`config.mk`:
```
export PLATFORM = sky130hd
export DESIGN_NAME = rx_char_buffer
export DESIGN_NICKNAME = d
export VERILOG_FILES = /design/src/rtl/rxbuf_pkg.sv /design/src/rtl/rxb_store.sv /design/src/rtl/rxb_status.sv /design/src/rtl/rxb_rts.sv /design/src/rtl/rx_char_buffer.sv
export SDC_FILE = /design/constraint.sdc
export NUM_CORES = 1
export LEC_CHECK = 0
export BUFFER_PORTS_ARGS = -buffer_cell sky130_fd_sc_hd__clkbuf_2
export CAP_MARGIN = 20
export CELL_PAD_IN_SITES_DETAIL_PLACEMENT = 1
export CELL_PAD_IN_SITES_GLOBAL_PLACEMENT = 2
export CORE_MARGIN = 2
export CORE_UTILIZATION = 43
export CTS_CLUSTER_DIAMETER = 60
export CTS_CLUSTER_SIZE = 10
export DETAILED_ROUTE_END_ITERATION = 16
export PLACE_DENSITY = 0.68
export SYNTH_ARGS = -nofsm -noshare
export SYNTH_HDL_FRONTEND = slang
export SYNTH_HIERARCHICAL = 1
export SYNTH_SLANG_ARGS = --single-unit
```
`constraint.sdc`:
```
create_clock -name clk -period 5.75 [get_ports clk]
set_clock_uncertainty 0.1 [all_clocks]
set_input_delay 0.2875 -clock clk [delete_from_list [all_inputs] [get_ports clk]]
set_output_delay 0.2875 -clock clk [all_outputs]
set_load 0.03 [all_outputs]
```
`src/rtl/rxbuf_pkg.sv`:
```
package rxbuf_pkg;

    localparam int DATA_W = 8;
    localparam int ERR_W  = 3;

    typedef struct packed {
        logic [ERR_W-1:0]  err;
        logic [DATA_W-1:0] data;
    } rx_entry_t;

    // upper flow mark, limited to the storage depth
    function automatic int hi_mark(int trig, int hyst, int depth);
        return (trig + hyst > depth) ? depth : trig + hyst;
    endfunction

    // lower flow mark, limited at zero
    function automatic int lo_mark(int trig, int hyst);
        return (trig > hyst) ? trig - hyst : 0;
    endfunction

    // interrupt trigger after mode and range limiting
    function automatic int eff_trigger(int trig, int depth, logic queue_mode);
        if (!queue_mode) return 1;
        if (trig < 1)     return 1;
        if (trig > depth) return depth;
        return trig;
    endfunction

endpackage

```
`src/rtl/rxb_store.sv`:
```
module rxb_store
    import rxbuf_pkg::*;
#(
    parameter int DEPTH = 64,
    localparam int AW = $clog2(DEPTH),
    localparam int CW = $clog2(DEPTH + 1)
) (
    input  logic      clk,
    input  logic      rst,
    input  logic      flush,
    input  logic      cap_one,
    input  logic      push_req,
    input  rx_entry_t wr_entry,
    input  logic      pop_req,
    output rx_entry_t head,
    output logic [CW-1:0] count,
    output logic      ovr_evt
);

    rx_entry_t     mem [DEPTH];
    logic [AW-1:0] wptr, rptr;
    logic [CW-1:0] cap;
    logic          full, push_ok, pop_ok;

    function automatic logic [AW-1:0] step(logic [AW-1:0] p);
        return (p == AW'(DEPTH - 1)) ? '0 : p + 1'b1;
    endfunction

    assign cap     = cap_one ? CW'(1) : CW'(DEPTH);
    assign full    = (count >= cap);
    assign pop_ok  = pop_req && (count != '0);
    assign push_ok = push_req && (!full || pop_ok);
    assign ovr_evt = push_req && !push_ok;
    assign head    = (count != '0) ? mem[rptr] : '0;

    always_ff @(posedge clk) begin
        if (push_ok) mem[wptr] <= wr_entry;
    end

    always_ff @(posedge clk) begin
        if (rst || flush) begin
            wptr  <= '0;
            rptr  <= '0;
            count <= '0;
        end else begin
            if (push_ok) wptr <= step(wptr);
            if (pop_ok)  rptr <= step(rptr);
            case ({push_ok, pop_ok})
                2'b10:   count <= count + 1'b1;
                2'b01:   count <= count - 1'b1;
                default: count <= count;
            endcase
        end
    end

    p_fill_bound_r2: assert property (@(posedge clk) disable iff (rst)
        count <= CW'(DEPTH));

    p_hold_cap_r6: assert property (@(posedge clk) disable iff (rst)
        cap_one |-> count <= CW'(1));

    p_push_grows_r2: assert property (@(posedge clk) disable iff (rst)
        (push_req && !pop_req && !flush && count < cap) |=> count == $past(count) + 1'b1);

    p_no_overflow_r4: assert property (@(posedge clk) disable iff (rst)
        (push_req && !pop_req && !flush && full) |=> count == $past(count));

    p_swap_full_r5: assert property (@(posedge clk) disable iff (rst)
        (push_req && pop_req && !flush && full) |=> count == $past(count));

endmodule

```
`src/rtl/rxb_status.sv`:
```
module rxb_status
    import rxbuf_pkg::*;
#(
    parameter int DEPTH = 64,
    localparam int CW = $clog2(DEPTH + 1)
) (
    input  logic             clk,
    input  logic             rst,
    input  logic [CW-1:0]    fill,
    input  logic [CW-1:0]    trig_eff,
    input  logic             int_en,
    input  logic             ovr_evt,
    input  logic             lsr_rd,
    input  logic [ERR_W-1:0] head_err,
    output logic             irq,
    output logic [7:0]       lsr
);

    logic ovr_q;

    always_ff @(posedge clk) begin
        if (rst)          ovr_q <= 1'b0;
        else if (ovr_evt) ovr_q <= 1'b1;
        else if (lsr_rd)  ovr_q <= 1'b0;
    end

    assign irq = int_en && (fill >= trig_eff);
    assign lsr = {3'b000, head_err, ovr_q, (fill != '0)};

    p_ovr_sticky_r4: assert property (@(posedge clk) disable iff (rst)
        ovr_evt |=> lsr[1]);

    p_ovr_clear_r4: assert property (@(posedge clk) disable iff (rst)
        (lsr_rd && !ovr_evt) |=> !lsr[1]);

    p_irq_quiet_r7: assert property (@(posedge clk) disable iff (rst)
        (!int_en || fill == '0) |-> !irq);

endmodule

```
`src/rtl/rxb_rts.sv`:
```
module rxb_rts #(
    parameter int DEPTH = 64,
    localparam int CW = $clog2(DEPTH + 1)
) (
    input  logic          clk,
    input  logic          rst,
    input  logic          auto_en,
    input  logic [CW-1:0] fill,
    input  logic [CW-1:0] hi,
    input  logic [CW-1:0] lo,
    output logic          rts_n
);

    logic off_q, off_now;

    // above high mark: release; below low mark: request; else keep
    always_comb begin
        if (fill > hi)      off_now = 1'b1;
        else if (fill < lo) off_now = 1'b0;
        else                off_now = off_q;
    end

    always_ff @(posedge clk) begin
        if (rst) off_q <= 1'b0;
        else     off_q <= auto_en ? off_now : 1'b0;
    end

    assign rts_n = auto_en && off_now;

    p_rts_off_r8: assert property (@(posedge clk) disable iff (rst)
        (auto_en && fill > hi) |-> rts_n);

    p_rts_on_r9: assert property (@(posedge clk) disable iff (rst)
        (auto_en && fill < lo) |-> !rts_n);

    p_rts_hold_r9: assert property (@(posedge clk) disable iff (rst)
        (auto_en && fill >= lo && fill <= hi) |=>
            (!auto_en || fill < lo || fill > hi || rts_n == $past(rts_n)));

    p_rts_manual_r10: assert property (@(posedge clk) disable iff (rst)
        !auto_en |-> !rts_n);

endmodule

```
`src/rtl/rx_char_buffer.sv`:
```
module rx_char_buffer
    import rxbuf_pkg::*;
#(
    parameter int DEPTH = 64,
    localparam int CW = $clog2(DEPTH + 1)
) (
    input  logic              clk,
    input  logic              rst,
    input  logic              wr_valid,
    input  logic [DATA_W-1:0] wr_data,
    input  logic [ERR_W-1:0]  wr_err,
    input  logic              rd_pop,
    input  logic              lsr_rd,
    input  logic              fifo_en,
    input  logic              rx_int_en,
    input  logic              flow_feat_en,
    input  logic              flow_mcr_en,
    input  logic [CW-1:0]     trig_lvl,
    input  logic [CW-1:0]     hyst_lvl,
    output logic [DATA_W-1:0] rd_data,
    output logic [7:0]        line_stat,
    output logic [CW-1:0]     fill_lvl,
    output logic              rx_irq,
    output logic              rts_n
);

    logic          mode_q, flush, ovr_evt;
    rx_entry_t     wr_entry, head;
    logic [CW-1:0] count, trig_eff, hi_w, lo_w;

    always_ff @(posedge clk) begin
        if (rst) mode_q <= fifo_en;
        else     mode_q <= fifo_en;
    end

    assign flush    = !rst && (fifo_en != mode_q);
    assign wr_entry = '{err: wr_err, data: wr_data};

    assign trig_eff = CW'(eff_trigger(int'(trig_lvl), DEPTH, mode_q));
    assign hi_w     = CW'(hi_mark(int'(trig_lvl), int'(hyst_lvl), DEPTH));
    assign lo_w     = CW'(lo_mark(int'(trig_lvl), int'(hyst_lvl)));

    rxb_store #(.DEPTH(DEPTH)) u_store (
        .clk      (clk),
        .rst      (rst),
        .flush    (flush),
        .cap_one  (!mode_q),
        .push_req (wr_valid && !flush),
        .wr_entry (wr_entry),
        .pop_req  (rd_pop && !flush),
        .head     (head),
        .count    (count),
        .ovr_evt  (ovr_evt)
    );

    rxb_status #(.DEPTH(DEPTH)) u_status (
        .clk      (clk),
        .rst      (rst),
        .fill     (count),
        .trig_eff (trig_eff),
        .int_en   (rx_int_en),
        .ovr_evt  (ovr_evt),
        .lsr_rd   (lsr_rd),
        .head_err (head.err),
        .irq      (rx_irq),
        .lsr      (line_stat)
    );

    rxb_rts #(.DEPTH(DEPTH)) u_rts (
        .clk     (clk),
        .rst     (rst),
        .auto_en (flow_feat_en && flow_mcr_en),
        .fill    (count),
        .hi      (hi_w),
        .lo      (lo_w),
        .rts_n   (rts_n)
    );

    assign rd_data  = head.data;
    assign fill_lvl = count;

    p_flush_empties_r6: assert property (@(posedge clk) disable iff (rst)
        flush |=> fill_lvl == '0);

endmodule

```
==> summary.md, run 1 <==
| Metric | Value |
|---|---|
| Outcome | `completed` |
| Cell Area, Synth | `between 20000 and 30000 um^2` |
| Fmax | `233 MHz` |
| Die W | `approximately 270 um` |
| Largest net degree at the start of global routing | `65` |
| Count leader, synth | `edfxtp_1` |
| Routed wire per std cell | `29.8 um` |
| Area contributors post-synth | `edfxtp_1 (71%), mux4_2 (13%), dfxtp_1 (1.9%), ha_1 (1.8%), nor2_1 (1.2%)` |
| Slew Limit Fails | `0` |
| ANT nets after route | `0` |
| Post-synthesis async set-or-reset flop share | `0%` |
| Worst path arrival time | `approximately 3.9 ns` |
| Max Cap Viol | `0` |
| YS warnings | `6` |
| P per Cell Area | `~340 nW/um^2` |
| Clock transition at path regs | `around 0.050 ns` |
| Final wirelength | `approximately 77 mm` |
| H-tree levels | `3` |
| Initial antenna violation count | `2` |
| Max VDD drop | `0.236 mV` |
| Hold depth | `4` |
| Cell variety after synth | `70` |
| Min Tclk post-route | `about 4.3 ns` |
| Row cnt | `96` |
| Placed cells | `2436` |
| GRT overflow | `0` |
| DR pass1 iterations | `5` |
| CTS max path bufs | `3` |
| Clock root cell | `clkbuf_16` |
| CTS tree | `yes` |
| Worst Path Max Fanout | `29` |
| P&R area growth vs syn | `13.6%` |
| Fin util | `about 50%` |
| Startpoint types | `flip-flop` |
| Slew HR | `around a quarter` |
| Syn avg cell area | `between 15 and 20 um^2` |
| Core ar. | `around 70000 um^2` |
| Clk_lat worst skew | `a little over 0.6 ns` |
| Lkg Pwr | `between 10 and 15 nW` |
| Crit Path Class | `flip-flop to output pin` |
| Power, Total | `between 10 and 15 mW` |
| Clk sinks | `around 730` |
| Vias | `15238` |
| Layout cells sized above 1 | `25.3%` |
| Worst slew pin tran | `~1.1 ns` |
| Number of global-route vias before repair | `around 16000` |
| Endpoints failing hold | `0` |
| CP Capture Type | `output pin` |
| Synth Flop Type | `edfxtp_1` |
| Hold Path End | `u_rts/off_q$_SDFF_PP0_` |
| Post-synthesis sequential area ratio | `73.0%` |
| Number of synthesized flops with an enable pin | `about 700` |
| Share of the synthesized area in the top cell type | `a little under three quarters` |
| Total GRT Usage | `between 20 and 25%` |
| Initial drt markers | `around 1200` |
| RSZ-0062 raised after global routing | `false` |
| FF-to-FF setup slack | `1.79 ns` |
| Final Cycle Share | `between 70% and 80%` |
| Biggest area consumer among synthesized cells | `edfxtp_1` |
| Min-delay worst type | `input pin to flip-flop` |
| Ports | `59` |
| Num CTS Buffers | `84` |
| Die height | `approximately 270 um` |
| Final setup violation count | `0` |
| Post-synthesis cell count | `1538` |
| Synth cell count leaders | `edfxtp_1 (704), mux4_2 (177), nor2_1 (96)` |
| Final TNS setup | `0 ns` |
| Hold path start | `flow_feat_en` |
| Final net count | `1757` |
| Seq cells post-synth | `about 730` |
| Vias per cell | `~6` |
| Starting Density | `43.4%` |
| First-pass GRT wire length | `between 100 and 150 mm` |
| DR DRC count | `0` |
| Non-filler instance count after layout | `about 2600` |
| FF-to-FF path depth | `7` |
| Final GP Congestion | `around 0.76` |
| Reg-to-reg endpoint | `u_store/mem[46][7]$_DFFE_PP_` |
| Count of input and output buffers | `55` |
| Required time worst endpoint | `about 5.4 ns` |
| Die Area | `71200 um^2` |
| # fillers | `between 6000 and 7000` |
| Worst reg2reg path startpoint | `u_store/count[0]$_SDFFE_PP0P_` |
| HPWL after DPL | `46.7 mm` |
-- cell usage in the layout, fill, tap and decap left out, types with 16 or more instances in the layout --
cell       count
buf_4         49
nor3_1        17
nor2_1        95
nand2_1       38
a22oi_1       26
ha_1          43
inv_1         47
mux4_2       177
clkbuf_1      17
dfxtp_1       25
buf_6         20
clkbuf_2      55
a21oi_1       37
mux2i_1       29
o22ai_1       16
clkbuf_16     85
edfxtp_1     704
o21ai_0       20
-- power breakdown --
group / internal, mW / switching, mW
clock: 2.70 / 1.97
sequential: 5.87 / 0.0429
combinational: 0.386 / 0.612
-- worst max path at each step --
stage / startpoint / to / slack (ns) / cells past startpoint
after detailed placement: u_store/count[0]$_SDFFE_PP0P_ / u_store/mem[22][0]$_DFFE_PP_ / 1.81 / 7
final: flip-flop / rd_data[5] / 1.45 / 7
after global routing: flip-flop / rd_data[7] / 1.18 / 6
after floorplan: trig_lvl[0] / rts_n / 2.45 / 14
after CTS: flip-flop / line_stat[3] / 1.30 / 7
after global placement: u_store/count[0]$_SDFFE_PP0P_ / u_store/mem[18][8]$_DFFE_PP_ / 1.89 / 7
-- state kept, by name, summed over array words and instances, names as in the netlist, named ones only --
register	cells
u_status/ovr_q	1
u_store/count	7
u_store/mem	704
u_rts/off_q	1
u_store/rptr	6
u_store/wptr	6
mode_q	1
-- worst max-delay path, stage by stage (launching register included) --
cell and delay [ns]:
dfxtp_4 0.83, buf_4 0.39, mux4_2 0.57, a22oi_1 0.44
a21oi_1 0.20, a21oi_1 0.35, o221ai_1 0.25, clkbuf_2 0.24
-- kinds of logic after synthesis --
kind of cell	Yosys count	share of synthesized area (%)
AOI/OAI and AO/OA	180	4.42
xor gates and xnor gates	17	0.501
adders and majority gates	46	2.01
buffers and inverters	130	1.97
DFF	732	73.0
muxes	206	14.4
other	1	0.0126
and+or+nand+nor	226	3.68
-- layer usage --
| layer | vias up | GRT usage (%) | wire [um] |
|---|---|---|---|
| met5 | - | 0 | 12 |
| met4 | 2 | 7.11 | 1850 |
| met3 | 108 | 4.23 | 5140 |
| met2 | 451 | 35.3 | 36900 |
| met1 | 8142 | 30.6 | 33100 |
| li1 | 6535 | - | - |
-- layout make-up --
cell class | count | area [um^2] | share of cell area [%]
Clock inverter | 9 | 106 | 0.315
Inverter | 48 | 183 | 0.541
Timing Repair Buffer | 133 | 1020 | 3.01
Tap cell | 882 | 1100 | 3.27
Clock buffer | 102 | 2190 | 6.49
Sequential cell | 732 | 21700 | 64.3
Antenna cell | 1 | 2.50 | 0.00741
Multi-Input combinational cell | 678 | 7450 | 22.1
-- what timing repair did --
item	CTS	global route
hold buffers	4	0
resized for setup	0	0
setup buffers	0	0
endpoints found under the hold margin	3	0
-- stage by stage --
stage               worst slack, ns  hold slack, ns  area, um^2
floorplan                      2.45           0.215       29700
global placement               1.89           0.327       31000
detailed placement             1.81           0.332       31100
CTS                            1.30         0.00180       33500
global route                   1.18          0.0332       33800
finish                         1.45          0.0433       33800
Power figures use the tool's default switching activity.
==> inputs of run 2 (changes only) <==
--- a/config.mk
+++ b/config.mk
@@ -14,7 +14,7 @@
 export CTS_CLUSTER_DIAMETER = 60
 export CTS_CLUSTER_SIZE = 10
 export DETAILED_ROUTE_END_ITERATION = 16
-export PLACE_DENSITY = 0.68
+export PLACE_DENSITY = 0.71
 export SYNTH_ARGS = -nofsm -noshare
 export SYNTH_HDL_FRONTEND = slang
 export SYNTH_HIERARCHICAL = 1
==> constraint.sdc (replaced) <==
create_clock -name clk -period 3.75 [get_ports clk]
set_clock_uncertainty 0.1 [all_clocks]
set_input_delay 0.1875 -clock clk [delete_from_list [all_inputs] [get_ports clk]]
set_output_delay 0.1875 -clock clk [all_outputs]
set_load 0.03 [all_outputs]
==> run 2 against run 1 <==
Cell count grew 2.7%. Via count grew 2.8%. Sequential power grew 53%. First-iteration DRC count grew 20%. Register-to-register slack lost 1.4 ns. Cell area grew 1.8%. Critical endpoint is now rd_data[1].
==> summary.md, run 2 (synthesized netlist as in run 1, its figures left out) <==
| Metric | Value |
|---|---|
| Initial drt markers | `1425` |
| Max VDD drop | `between 0.2 and 0.3 mV` |
| DR DRC count | `0` |
| Count of input and output buffers | `between 50 and 60` |
| Worst slew pin tran | `1.05 ns` |
| Final TNS setup | `0 ns` |
| CP Buf/Inv Count | `3` |
| Ports | `a little under 60` |
| GRT overflow | `0` |
| Total GRT Usage | `a little over a fifth` |
| Final net count | `~1800` |
| Number of global-route vias before repair | `between 15000 and 20000` |
| ANT nets after route | `0` |
| Outcome | `completed` |
| Worst Path Max Fanout | `15` |
| HPWL after DPL | `a little under 50 mm` |
| Die W | `~270 um` |
| Layout cells sized above 1 | `28.2%` |
| Worst reg2reg path startpoint | `u_store/count[5]$_SDFFE_PP0P_` |
| Max Cap Viol | `0` |
| Endpoints failing hold | `0` |
| FF-to-FF setup slack | `roughly 0.44 ns` |
| Core ar. | `slightly below 70000 um^2` |
| Critical path's most frequent cell | `buf_12` |
| Clk_lat worst skew | `0.61 ns` |
| Clock root cell | `clkbuf_16` |
| Biggest regs | `u_store/mem x704, u_store/count x7` |
| Min-delay worst type | `input pin to flip-flop` |
| Final setup margin | `approximately 0.14 ns` |
| Placed cells | `around 2500` |
| Starting Density | `43.4%` |
| Largest net degree at the start of global routing | `45` |
| Clock transition at path regs | `0.06 ns` |
| Final GP Congestion | `0.817` |
| FF-to-FF path depth | `11` |
| CTS tree | `yes` |
| Most frequent cells in the layout | `edfxtp_1 (704), mux4_2 (177), buf_4 (126)` |
| Final wirelength | `between 70 and 80 mm` |
| RSZ-0062 raised after global routing | `false` |
| Routed wire per std cell | `~29 um` |
| Reg with most FFs | `u_store/mem` |
| Die height | `between 200 and 300 um` |
| WP depth | `7` |
| Inserted Diodes | `0` |
| Vias | `15664` |
| P per Cell Area | `between 500 and 600 nW/um^2` |
| Min Tclk post-route | `3.61 ns` |
| Worst path arrival time | `3.33 ns` |
| Largest register FFs | `704` |
| Clk sinks | `about 730` |
| Final setup violation count | `0` |
| Row cnt | `96` |
| Num CTS Buffers | `84` |
| CTS max path bufs | `3` |
| Final Cycle Share | `96.3%` |
| Vias per cell | `5.90` |
| Startpoint types | `flip-flop` |
| Crit Path Class | `flip-flop to output pin` |
| Power, Total | `17.9 mW` |
| Lkg Pwr | `between 10 and 15 nW` |
| Required time worst endpoint | `~3.5 ns` |
| Die Area | `between 70000 and 80000 um^2` |
| Non-filler instance count after layout | `~2700` |
| First-pass GRT wire length | `~110 mm` |
| Worst setup path end | `rd_data[1]` |
| H-tree levels | `3` |
| Fmax | `around 280 MHz` |
| Leading cell type in the layout, fill and taps excluded | `edfxtp_1` |
| CP top delay family | `multiplexers` |
| Fin util | `roughly half` |
| P&R area growth vs syn | `15.6%` |
| Slew HR | `30.2%` |
| Reg-to-reg endpoint | `u_store/count[6]$_SDFFE_PP0P_` |
| Initial antenna violation count | `4` |
| Pre-CTS WS | `between 0.3 and 0.4 ns` |
| CP peak stage delay | `between 0.5 and 0.6 ns` |
| Crit-path cells | `buf_12 -> buf_12 -> mux4_2 -> mux2i_1 -> a221oi_1 -> a32o_1 -> clkbuf_2` |
| DR pass1 iterations | `5` |
| CP max stage cell | `mux2i_1` |
| Slew Limit Fails | `0` |
| CP Capture Type | `output pin` |
## run 2: changes by cell type in the layout (fill, tap and decap cells not counted), moves of 3 or more
cell | previous run | this run
buf_12 | 4 | 14
buf_4 | 49 | 126
buf_6 | 20 | 0
clkbuf_1 | 17 | 20
## run 2: final cells by class
cell class	count	area [um^2]
clock inverter	7	66.3
sequential	732	21700
clock buffer	108	2270
timing repair buffer	200	1550
inverter	48	183
tap	882	1100
multi-input combinational	678	7470
fill	6239	34100
## run 2: metal layers
| metal | global-route usage (%) | routed length (um) |
|---|---|---|
| met1 | 30.1 | 31900 |
| met3 | 4.21 | 4900 |
| met2 | 35.9 | 37200 |
| met5 | 0 | 37 |
| met4 | 6.54 | 1980 |
## run 2: tightest hold or removal path, stage by stage
cell and delay (ns):
clkbuf_2 0.08, nor2b_1 0.18, o31ai_1 0.13, nand2_1 0.07, a21oi_1 0.07
## run 2: report_power, final
part | total, mW | switching, mW | internal [mW]
registers | 9.02 | 0.0256 | 9.00
logic | 1.63 | 0.976 | 0.658
clock network | 7.22 | 3.04 | 4.19
## run 2: metrics by stage
step	area [um^2]	hold slack, ns
floorplan	29700	0.115
global placement	31800	0.230
detailed placement	31800	0.231
CTS	34300	0.0419
global route	34400	0.0710
finish	34400	0.0499
## run 2: repair_timing
action / CTS / global route
hold buffers: 5 / 0
gates resized for setup: 2 / 3
endpoints found under the hold margin: 6 / 0
setup buffers: 2 / 8
pin swaps: 0 / 0
endpoints found under the setup margin: 10 / 6
## run 2: how the worst min path moves through the flow
| stage | from | end | slack [ns] | cells past startpoint |
|---|---|---|---|---|
| 2_1_floorplan | fifo_en | mode_q$_DFF_P_ | 0.12 | 0 |
| 3_3_place_gp | fifo_en | mode_q$_DFF_P_ | 0.23 | 1 |
| 3_5_place_dp | fifo_en | mode_q$_DFF_P_ | 0.23 | 1 |
| 4_1_cts | rd_pop | flip-flop | 0.04 | 5 |
| 5_1_grt | rd_pop | flip-flop | 0.07 | 5 |
| 6_report | rd_pop | flip-flop | 0.05 | 5 |
==> inputs of run 3 (changes only) <==
--- a/config.mk
+++ b/config.mk
@@ -5,16 +5,17 @@
 export SDC_FILE = /design/constraint.sdc
 export NUM_CORES = 1
 export LEC_CHECK = 0
+export ABC_AREA = 1
 export BUFFER_PORTS_ARGS = -buffer_cell sky130_fd_sc_hd__clkbuf_2
 export CAP_MARGIN = 20
 export CELL_PAD_IN_SITES_DETAIL_PLACEMENT = 1
 export CELL_PAD_IN_SITES_GLOBAL_PLACEMENT = 2
 export CORE_MARGIN = 2
-export CORE_UTILIZATION = 43
+export CORE_UTILIZATION = 38
 export CTS_CLUSTER_DIAMETER = 60
 export CTS_CLUSTER_SIZE = 10
 export DETAILED_ROUTE_END_ITERATION = 16
-export PLACE_DENSITY = 0.71
+export PLACE_DENSITY = 0.72
 export SYNTH_ARGS = -nofsm -noshare
 export SYNTH_HDL_FRONTEND = slang
 export SYNTH_HIERARCHICAL = 1
==> run 3 against run 2 <==
Maximum frequency fell by 1.2%. Via count rose by 41%. Non-clock buffer count fell by 11. Total power rose by 17%. First-iteration DRC count rose by 18%. Utilization fell by 6.3 points. Critical path type unchanged. Highest routed layer unchanged.
==> summary.md, run 3 <==
| Metric | Value |
|---|---|
| Die W | `just under 300 um` |
| Worst reg2reg path startpoint | `u_store/count[0]$_SDFFE_PP0P_` |
| Final GP Congestion | `approximately 0.86` |
| YS warnings | `6` |
| CTS tree | `yes` |
| Reg-to-reg endpoint | `u_store/mem[54][2]$_DFFE_PP_` |
| H-tree levels | `3` |
| Vias | `22118` |
| CTS max path bufs | `3` |
| Biggest area consumer among synthesized cells | `edfxtp_1` |
| Count of input and output buffers | `55` |
| First-pass GRT wire length | `around 150 mm` |
| Max Cap Viol | `0` |
| Clock transition at path regs | `around 0.050 ns` |
| Initial drt markers | `1685` |
| Layout cells sized above 1 | `10.7%` |
| Initial antenna violation count | `3` |
| Crit-path cells | `buf_12 -> nand2_1 -> nand3_1 -> nand3_1 -> nand2_1 -> nand2_1 -> nand3_1 -> nand3_1 -> a21oi_1 -> clkbuf_2` |
| Die height | `293 um` |
| Number of global-route vias before repair | `~23000` |
| Routed wire per std cell | `23.6 um` |
| Clock root cell | `clkbuf_16` |
| Slew HR | `around 32%` |
| P&R area growth vs syn | `13.9%` |
| Hold Path End | `u_store/count[6]$_SDFFE_PP0P_` |
| DR DRC count | `0` |
| FF-to-FF setup slack | `about 0.57 ns` |
| Synth Flop Type | `edfxtp_1` |
| Required time worst endpoint | `3.46 ns` |
| Leading cell type in the layout, fill and taps excluded | `nand2_1` |
| Final Cycle Share | `97.5%` |
| HPWL after DPL | `60.9 mm` |
| Reg with most FFs | `u_store/mem` |
| Worst path arrival time | `about 3.4 ns` |
| Row cnt | `105` |
| Die Area | `approximately 86000 um^2` |
| Share of the synthesized area in the top cell type | `between 60% and 70%` |
| GRT overflow | `0` |
| Final setup violation count | `0` |
| Lkg Pwr | `13.5 nW` |
| Post-synthesis cell count | `between 2000 and 3000` |
| Final TNS setup | `0 ns` |
| DR pass1 iterations | `5` |
| Cell Area, Synth | `roughly 32000 um^2` |
| Fmax | `274 MHz` |
| CP Capture Type | `output pin` |
| Slew Limit Fails | `0` |
| Min Tclk post-route | `around 3.7 ns` |
| FF-to-FF path depth | `10` |
| Core ar. | `82400 um^2` |
| Starting Density | `38.5%` |
| Endpoints failing hold | `0` |
| Ports | `59` |
| RSZ-0062 raised after global routing | `false` |
| Count leader, synth | `nand2_1` |
| Total GRT Usage | `between 20% and 30%` |
| Final wirelength | `97.1 mm` |
| Startpoint types | `flip-flop` |
| Final net count | `3098` |
| Syn avg cell area | `between 10 and 15 um^2` |
| Vias per cell | `about 5.4` |
| Critical path's most frequent cell | `nand3_1` |
| Worst Path Max Fanout | `approximately 120` |
| Max VDD drop | `between 0.5 and 0.6 mV` |
| CP peak stage delay | `~0.50 ns` |
| Largest register FFs | `between 700 and 800` |
| Most frequent cells in the layout | `nand2_1 (996), edfxtp_1 (704), nand3_1 (630)` |
| Area contributors post-synth | `edfxtp_1 (67%), nand2_1 (12%), nand3_1 (9.9%), dfxtp_1 (1.8%), ha_1 (1.7%)` |
| CP max stage cell | `a21oi_1` |
| Min-delay worst type | `input pin to flip-flop` |
| Inserted Diodes | `0` |
| Biggest regs | `u_store/mem x704, u_store/count x7` |
| Num CTS Buffers | `86` |
| Clk sinks | `732` |
| Hold path start | `rd_pop` |
| P per Cell Area | `577 nW/um^2` |
| Largest net degree at the start of global routing | `approximately 130` |
| Hold depth | `8` |
| Post-synthesis async set-or-reset flop share | `0%` |
| Clk_lat worst skew | `0.62 ns` |
| ANT nets after route | `0` |
| Worst slew pin tran | `1.02 ns` |
| Post-synthesis sequential area ratio | `68.4%` |
| Crit Path Class | `flip-flop to output pin` |
| Outcome | `completed` |
| Number of synthesized flops with an enable pin | `704` |
| Cell variety after synth | `40` |
| Power, Total | `roughly 21 mW` |
| Synth cell count leaders | `nand2_1 (996), edfxtp_1 (704), nand3_1 (630)` |
| Seq cells post-synth | `732` |
==> run 3: cell count changes in the layout (fill, tap and decap cells not counted), moves of 12 or more <==
cell,before,now
buf_4,126,110
nor3_1,17,3
nand2_1,38,996
nor2_1,95,127
mux4_2,177,0
o21ai_0,20,8
a221oi_1,13,0
o22ai_1,16,0
inv_1,47,93
mux2i_1,28,0
nand3_1,9,630
a22oi_1,26,0
==> run 3: logic make-up after synthesis <==
group,share of synthesized area [%]
adder cells (fa/ha/maj),1.88
XOR/XNOR,0.331
flip-flops,68.4
other,0.0118
AND/OR/NAND/NOR,24.1
buffers and inverters,4.15
AO/OA/AOI/OAI,1.17
==> run 3: repair_timing <==
| action | 4_1_cts | 5_1_grt |
|---|---|---|
| hold endpoints to repair | 16 | 1 |
| gates resized for setup | 0 | 9 |
| buffers inserted | 0 | 0 |
| setup endpoints to repair | 0 | 9 |
| hold buffers | 6 | 1 |
==> run 3: worst max path at each step <==
stage | start | endpoint | slack, ns | cells after the start
after floorplan | u_store/count[0]$_SDFFE_PP0P_ | u_store/mem[15][0]$_DFFE_PP_ | 0.85 | 9
after global placement | trig_lvl[0] | rts_n | 0.53 | 21
after detailed placement | hyst_lvl[0] | rts_n | 0.55 | 22
after CTS | flip-flop | rd_data[5] | 0.01 | 10
after global routing | flip-flop | rd_data[1] | 0.006 | 10
final | flip-flop | rd_data[4] | 0.09 | 10
==> run 3: worst max-delay path: cells and delay by family (launching register included) <==
family / cells / cell delay (ns)
buffers and inverters: 2 / 0.70
DFF: 1 / 0.48
and+or+nand+nor: 7 / 0.88
AOI/OAI and AO/OA: 1 / 0.50
==> run 3: stage by stage <==
step | util (%) | worst slack, ns | area (um^2) | hold WS (ns) | instances
after floorplan | - | 0.853 | 31700 | 0.115 | 2906
after global placement | 40.8 | 0.533 | 33600 | 0.236 | 3991
after detailed placement | 40.8 | 0.550 | 33600 | 0.233 | 3991
after CTS | 43.8 | 0.0113 | 36100 | 0.0881 | 4109
after global routing | 43.9 | 0.00626 | 36200 | 0.117 | 4112
final | 43.9 | 0.0947 | 36200 | 0.124 | 4112
==> run 3: report_power, final <==
group / leakage, nW / internal (mW) / switching (mW)
Sequential: 6.56 / 9.03 / 0.0742
Combinational: 5.72 / 1.14 / 3.17
Clock: 1.17 / 4.34 / 3.10
==> run 3: cell type report <==
cell class / count / area (um^2)
clock buffer: 103 / 2300
fill: 8881 / 46200
timing repair buffer: 189 / 1520
sequential: 732 / 21700
clock inverter: 9 / 103
multi-input combinational: 1904 / 8760
tap: 1070 / 1340
inverter: 105 / 418
==> run 3: metal layers <==
layer	up-vias	global-route usage, %	routed length (um)
li1	10223	-	-
met5	-	0	7
met4	2	7.22	2980
met2	562	37.4	45800
met3	162	2.98	4750
met1	11169	31.9	43500
